**config.mk**
```make
export PLATFORM = sky130hd
export DESIGN_NAME = eirq_top
export DESIGN_NICKNAME = d
export VERILOG_FILES = /design/src/rtl/eirq_pkg.sv /design/src/rtl/eirq_ctrl.sv /design/src/rtl/eirq_dp.sv /design/src/rtl/eirq_top.sv
export SDC_FILE = /design/constraint.sdc
export NUM_CORES = 1
export LEC_CHECK = 0
export ABC_AREA = 1
export ABC_CLOCK_PERIOD_IN_PS = 1900
export CORE_MARGIN = 2
export CORE_UTILIZATION = 25
export DETAILED_ROUTE_END_ITERATION = 16
export HOLD_SLACK_MARGIN = 0.06
export SYNTH_ARGS = -nofsm -noshare
export SYNTH_HDL_FRONTEND = slang
export SYNTH_SLANG_ARGS = --single-unit
```
**constraint.sdc**
```tcl
create_clock -name clk -period 1.9 [get_ports clk]
set_clock_uncertainty 0.05 [all_clocks]
set_input_delay 0.38 -clock clk [delete_from_list [all_inputs] [get_ports clk]]
set_output_delay 0.38 -clock clk [all_outputs]
set_load 0.02 [all_outputs]
```
**src/rtl/eirq_pkg.sv**
```systemverilog
package eirq_pkg;
  parameter int NCH     = 3;
  parameter int NVEC    = 2;
  parameter int PRESC_W = 8;
  parameter int FCNT_W  = 4;
  parameter int ADDR_W  = 4;
  parameter int DATA_W  = 8;

  localparam int A_STAT  = 0;
  localparam int A_REQEN = 1;
  localparam int A_SEL   = 2;
  localparam int A_RISE  = 3;
  localparam int A_FALL  = 4;
  localparam int A_FILT  = 5;
  localparam int A_PRESC = 6;
  localparam int A_FMAX0 = 7;

  typedef struct packed {
    logic [NCH-1:0]             reqEn;
    logic [NCH-1:0]             dmaSel;
    logic [NCH-1:0]             riseEn;
    logic [NCH-1:0]             fallEn;
    logic [NCH-1:0]             filtEn;
    logic [PRESC_W-1:0]         presc;
    logic [NCH-1:0][FCNT_W-1:0] fmax;
  } cfg_t;

  typedef struct packed {
    logic [NCH-1:0] flagClr;
  } strb_t;

  function automatic int vecOf(int ch);
    return (ch < 2) ? 0 : 1;
  endfunction
endpackage

```
**src/rtl/eirq_ctrl.sv**
```systemverilog
module eirq_ctrl
  import eirq_pkg::*;
(
  input  logic              clk,
  input  logic              rstN,
  input  logic              busWr,
  input  logic [ADDR_W-1:0] busAddr,
  input  logic [DATA_W-1:0] busWdata,
  input  logic [NCH-1:0]    flags,
  output cfg_t              cfg,
  output strb_t             strb,
  output logic [DATA_W-1:0] busRdata
);
  always_ff @(posedge clk or negedge rstN) begin
    if (!rstN) begin
      cfg <= '0;
    end else if (busWr) begin
      case (busAddr)
        ADDR_W'(A_REQEN): cfg.reqEn  <= busWdata[NCH-1:0];
        ADDR_W'(A_SEL):   cfg.dmaSel <= busWdata[NCH-1:0];
        ADDR_W'(A_RISE):  cfg.riseEn <= busWdata[NCH-1:0];
        ADDR_W'(A_FALL):  cfg.fallEn <= busWdata[NCH-1:0];
        ADDR_W'(A_FILT):  cfg.filtEn <= busWdata[NCH-1:0];
        ADDR_W'(A_PRESC): cfg.presc  <= busWdata[PRESC_W-1:0];
        default: begin
          for (int ch = 0; ch < NCH; ch++) begin
            if (busAddr == ADDR_W'(A_FMAX0 + ch))
              cfg.fmax[ch] <= busWdata[FCNT_W-1:0];
          end
        end
      endcase
    end
  end

  always_comb begin
    strb.flagClr = '0;
    if (busWr && busAddr == ADDR_W'(A_STAT))
      strb.flagClr = busWdata[NCH-1:0];
  end

  always_comb begin
    busRdata = '0;
    case (busAddr)
      ADDR_W'(A_STAT):  busRdata = DATA_W'(flags);
      ADDR_W'(A_REQEN): busRdata = DATA_W'(cfg.reqEn);
      ADDR_W'(A_SEL):   busRdata = DATA_W'(cfg.dmaSel);
      ADDR_W'(A_RISE):  busRdata = DATA_W'(cfg.riseEn);
      ADDR_W'(A_FALL):  busRdata = DATA_W'(cfg.fallEn);
      ADDR_W'(A_FILT):  busRdata = DATA_W'(cfg.filtEn);
      ADDR_W'(A_PRESC): busRdata = DATA_W'(cfg.presc);
      default: begin
        for (int ch = 0; ch < NCH; ch++) begin
          if (busAddr == ADDR_W'(A_FMAX0 + ch))
            busRdata = DATA_W'(cfg.fmax[ch]);
        end
      end
    endcase
  end
endmodule

```
**src/rtl/eirq_dp.sv**
```systemverilog
module eirq_dp
  import eirq_pkg::*;
(
  input  logic            clk,
  input  logic            rstN,
  input  logic [NCH-1:0]  pinIn,
  input  logic [NCH-1:0]  dmaAck,
  input  cfg_t            cfg,
  input  strb_t           strb,
  output logic [NCH-1:0]  flags,
  output logic [NCH-1:0]  filtLvl,
  output logic            filtTick,
  output logic [NVEC-1:0] irqVec,
  output logic [NCH-1:0]  dmaReq
);
  logic [PRESC_W-1:0] pCnt;

  assign filtTick = (pCnt == cfg.presc);

  always_ff @(posedge clk or negedge rstN) begin
    if (!rstN) pCnt <= '0;
    else if (filtTick) pCnt <= '0;
    else pCnt <= pCnt + 1'b1;
  end

  for (genvar i = 0; i < NCH; i++) begin : g_ch
    logic              syncA, syncB, lvlNxt, evt, clr;
    logic [FCNT_W-1:0] cnt, cntNxt;

    always_comb begin
      lvlNxt = filtLvl[i];
      cntNxt = cnt;
      if (!cfg.filtEn[i]) begin
        lvlNxt = syncB;
        cntNxt = '0;
      end else if (syncB == filtLvl[i]) begin
        cntNxt = '0;
      end else if (filtTick) begin
        if ((FCNT_W+1)'(cnt) + 1'b1 >= (FCNT_W+1)'(cfg.fmax[i])) begin
          lvlNxt = syncB;
          cntNxt = '0;
        end else begin
          cntNxt = cnt + 1'b1;
        end
      end
    end

    assign evt = (!filtLvl[i] && lvlNxt && cfg.riseEn[i]) ||
                 (filtLvl[i] && !lvlNxt && cfg.fallEn[i]);
    assign clr = strb.flagClr[i] || (dmaAck[i] && cfg.dmaSel[i]);

    always_ff @(posedge clk or negedge rstN) begin
      if (!rstN) begin
        syncA      <= 1'b0;
        syncB      <= 1'b0;
        filtLvl[i] <= 1'b0;
        cnt        <= '0;
        flags[i]   <= 1'b0;
      end else begin
        syncA      <= pinIn[i];
        syncB      <= syncA;
        filtLvl[i] <= lvlNxt;
        cnt        <= cntNxt;
        if (evt) flags[i] <= 1'b1;
        else if (clr) flags[i] <= 1'b0;
      end
    end
  end

  logic [NCH-1:0] irqCh;
  assign irqCh  = flags & cfg.reqEn & ~cfg.dmaSel;
  assign dmaReq = flags & cfg.reqEn & cfg.dmaSel;

  always_comb begin
    irqVec = '0;
    for (int ch = 0; ch < NCH; ch++)
      irqVec[vecOf(ch)] = irqVec[vecOf(ch)] | irqCh[ch];
  end
endmodule

```
**src/rtl/eirq_top.sv**
```systemverilog
module eirq_top
  import eirq_pkg::*;
(
  input  logic              clk,
  input  logic              rstN,
  input  logic [NCH-1:0]    pinIn,
  input  logic [NCH-1:0]    dmaAck,
  input  logic              busWr,
  input  logic [ADDR_W-1:0] busAddr,
  input  logic [DATA_W-1:0] busWdata,
  output logic [DATA_W-1:0] busRdata,
  output logic [NVEC-1:0]   irqVec,
  output logic [NCH-1:0]    dmaReq
);
  cfg_t           cfg;
  strb_t          strb;
  logic [NCH-1:0] flagVec;
  logic [NCH-1:0] filtLvl;
  logic           filtTick;

  eirq_ctrl u_ctrl (
    .clk(clk), .rstN(rstN), .busWr(busWr), .busAddr(busAddr),
    .busWdata(busWdata), .flags(flagVec), .cfg(cfg), .strb(strb),
    .busRdata(busRdata)
  );

  eirq_dp u_dp (
    .clk(clk), .rstN(rstN), .pinIn(pinIn), .dmaAck(dmaAck), .cfg(cfg),
    .strb(strb), .flags(flagVec), .filtLvl(filtLvl), .filtTick(filtTick),
    .irqVec(irqVec), .dmaReq(dmaReq)
  );
endmodule

```
==> summary.log <==
qor: drt.vias 3,278
qor: clock_tree.clk_sink_count 67
qor: final_layout.sequential_cell_area 1678 µm²
qor: synthesis.postSynthRegisterBits 67
qor: critical_path.worst-setup-path-type register to register
qor: drt.drtIter0Drc 146
qor: final_layout.final_cell_mix sky130_fd_sc_hd__nand2_1, sky130_fd_sc_hd__dfrtp_1, sky130_fd_sc_hd__inv_1
qor: pwr.max-vdd-ir-drop 0.4824 mV
qor: floorplanning.die_w 124.2 µm
qor: drt.drt_pass1_iterations 4
qor: clock_tree.htree_levels 3
qor: status.violations setup timing
qor: clock_tree.cts_inserted_buffers 9
qor: synthesis.synth.avg_cell_area 7.904 µm²
qor: floorplanning.core_area 13,990 µm²
qor: critical_path.worst_ep_arrival_time 2.17 ns
qor: floorplanning.start_util 25.82%
qor: final_layout.fillers 1,444
qor: drt.drc_errors 0
qor: floorplanning.row_count 43
qor: flow_run.drv_cap 0
qor: final_layout.multi_input_area 2024 µm²
qor: global_routing.pin_count_of_the_biggest_net_entering_global_routing 68
qor: status.outcome finished, violations left
qor: timing.setup_repair_after_global_routing_missed_its_margin yes
qor: timing.layout_setup_ws -0.07531 ns
qor: synthesis.synth_seq_area_share 46.41%
qor: placement.routabilityCongestion 0.9339
qor: timing.max_clock_freq 0.5063 GHz
qor: timing.timing.final.crit_period 1.975 ns
qor: placement.io_buffer_count 33
qor: synthesis.synth.yosys.warnings 0
qor: critical_path.required 2.10 ns
qor: synthesis.postSynthCellCount 457
qor: drt.postRouteAntennaNets 0
qor: pwr.fin_total_pwr 0.005310 W
qor: synthesis.synthesis.nets 494
qor: clock_tree.worst_skew_pair_latency 0.33 ns
qor: final_layout.num-nets-final 593
qor: clock_tree.tritoncts yes
qor: final_layout.final_common_cell sky130_fd_sc_hd__nand2_1
qor: drt.drt-total-wl 9621 µm
qor: critical_path.worst-path-max-fanout 3
qor: clock_tree.cts_root_buffer sky130_fd_sc_hd__clkbuf_16
qor: floorplanning.ios 34
qor: timing.fin_hold_ws 0.2998 ns
qor: synthesis.synth.distinct_cells 33
qor: critical_path.worst_setup_path_end_kind register
qor: global_routing.global_route_wire_length_before_repair 16,220 µm
qor: floorplanning.die_y 124.2 µm
qor: final_layout.post_route_cells_drive_above_1_share 29.41%
qor: final_layout.antennaDiodeCount 0
qor: global_routing.grt_overflow_total 0
qor: synthesis.cell_area_after_synthesis 3612 µm²
qor: critical_path.startpoint_type register
qor: floorplanning.die_area 15,430 µm²
qor: placement.detailed_place_hpwl 6862 µm
qor: final_layout.synthToLayoutAreaGrowth 45.65%
qor: final_layout.stdcell_count 741
qor: timing.worst_slew_margin_rel 72.72%
qor: timing.timing.final.crit_share 104.0%
qor: timing.finalSetupViolations 8
qor: worst_hold_path.worst_hold_path_type register to register
qor: drt.vias_per_cell 4.424
qor: timing.worst_slew_pin_slew 0.4081 ns
qor: global_routing.antenna_violations_before_repair 0
qor: global_routing.via_count_of_the_first_global_routing_pass 3,421
qor: placement.number_of_instances_in_the_placed_design 711
qor: drt.routed_len_inst 12.98 µm
qor: pwr.p_leak 2.534 nW
qor: pwr.power_density 1009 nW/µm²
qor: clock_tree.clock_tree.buffer_depth 2
qor: timing.finalHoldViolations 0
qor: global_routing.total_global_route_track_usage 12.93%
qor: clock_tree.cts.clk_slew.worst_paths 0.06 ns
qor: timing.slew_viol_final 0
[sequential cells by signal, summed over array words and instances, names as in the netlist]
register and cells:
u_dp.filtLvl 3, u_dp.flags 3, u_dp.g_ch.syncA 3, u_dp.g_ch.syncB 3, u_dp.pCnt 8, u_dp.g_ch.cnt 12
u_ctrl.cfg 35
[through the flow]
step / setup WS (ns) / TNS (ns) / instance area, µm² / utilization [%]
after floorplan: 0.03559 / 0 / 3612 / -
after global placement: -1.000 / -10.53 / 4479 / 32.02
after detailed placement: -1.011 / -13.03 / 4479 / 32.02
after CTS: -0.1462 / -0.5861 / 4957 / 35.44
after global routing: -0.1849 / -2.398 / 5261 / 37.61
final: -0.07531 / -0.3637 / 5261 / 37.61
[cell type report]
class / count / share of cell area, %
Tap cell: 180 / 4.281
Inverter: 71 / 5.161
Multi-Input combinational cell: 317 / 38.48
Timing Repair Buffer: 90 / 14.44
Clock inverter: 7 / 1.474
Sequential cell: 67 / 31.89
Clock buffer: 9 / 4.281
[worst max-delay path, cell delays in order, from the launching register on]
cell	delay [ns]
sky130_fd_sc_hd__dfrtp_1	0.39
sky130_fd_sc_hd__ha_2	0.21
sky130_fd_sc_hd__xor2_2	0.16
sky130_fd_sc_hd__ha_1	0.29
sky130_fd_sc_hd__a21oi_1	0.12
sky130_fd_sc_hd__nand2_1	0.07
sky130_fd_sc_hd__nand2_1	0.06
sky130_fd_sc_hd__nand3b_1	0.17
sky130_fd_sc_hd__nor2_4	0.20
sky130_fd_sc_hd__nand3_2	0.10
sky130_fd_sc_hd__o21ai_2	0.09
[timing repair]
item	4_1_cts	5_1_grt
gates resized for setup	98	63
buffers inserted	4	9
pin swaps	24	31
hold buffers	1	0
endpoints found under the setup margin	31	25
hold endpoints to repair	67	0
[synthesized netlist by cell type, drive strengths merged]
cell / instances / area share (%)
a211oi: 3 / 0.62
a21oi: 13 / 1.9
a221oi: 2 / 0.49
a22o: 1 / 0.24
a31oi: 3 / 0.52
buf: 2 / 0.52
dfrtp: 67 / 46
ha: 16 / 5.5
inv: 71 / 7.4
nand2: 121 / 13
nand3: 33 / 4.6
nand3b: 3 / 0.62
nand4: 3 / 0.69
nor2: 41 / 4.4
nor3: 6 / 0.97
o2111ai: 1 / 0.24
o21a: 2 / 0.42
o21ai: 48 / 6.7
o22ai: 2 / 0.35
o2bb2ai: 2 / 0.49
or2: 1 / 0.17
or3: 2 / 0.35
xnor2: 5 / 1.2
xor2: 9 / 2.2
[report_power, final]
| part | internal [W] | switching, W |
|---|---|---|
| Combinational | 0.000728 | 0.000867 |
| Sequential | 0.00173 | 0.000298 |
| Clock | 0.00102 | 0.000658 |
| Total | 0.00349 | 0.00182 |
[cell families (layout without fill, tap and decap cells)]
logic type	count (synthesis)	count (layout)	share of synthesized area, %
flip-flops	67	67	46.42
XOR/XNOR	14	14	3.395
buffers and inverters	73	177	7.898
adder cells (fa/ha/maj)	16	16	5.542
AO/OA/AOI/OAI	77	77	11.92
AND/OR/NAND/NOR	210	210	24.84
[final timing paths]
check	slack, ns	end	cells after the start	start
hold / removal	0.30	u_dp.g_ch[2].syncB$_DFF_PN0_	0	u_dp.g_ch[2].syncA$_DFF_PN0_
min in group asynchronous	0.55	u_dp.g_ch[0].cnt[2]$_DFFE_PN0P_	3	rstN
max in group asynchronous	0.96	u_ctrl.cfg[24]$_DFFE_PN0P_	3	rstN
setup reg to reg	-0.08	u_dp.g_ch[1].cnt[2]$_DFFE_PN0P_	10	u_dp.g_ch[1].cnt[0]$_DFFE_PN0P_
hold reg to reg	0.30	u_dp.g_ch[2].syncB$_DFF_PN0_	0	u_dp.g_ch[2].syncA$_DFF_PN0_
setup / recovery	-0.08	u_dp.g_ch[1].cnt[2]$_DFFE_PN0P_	10	u_dp.g_ch[1].cnt[0]$_DFFE_PN0P_
[metal layers]
layer | up-vias | track usage [%] | wire length, µm | share of wire (%)
met5 | - | 0 | 0 | 0
met4 | 0 | 4.164 | 68 | 0.71
met3 | 8 | 3.399 | 448 | 4.7
met2 | 58 | 20.64 | 4488 | 47
met1 | 1543 | 17.09 | 4614 | 48
li1 | 1669 | - | - | -
(Power assumes the default switching activity.)
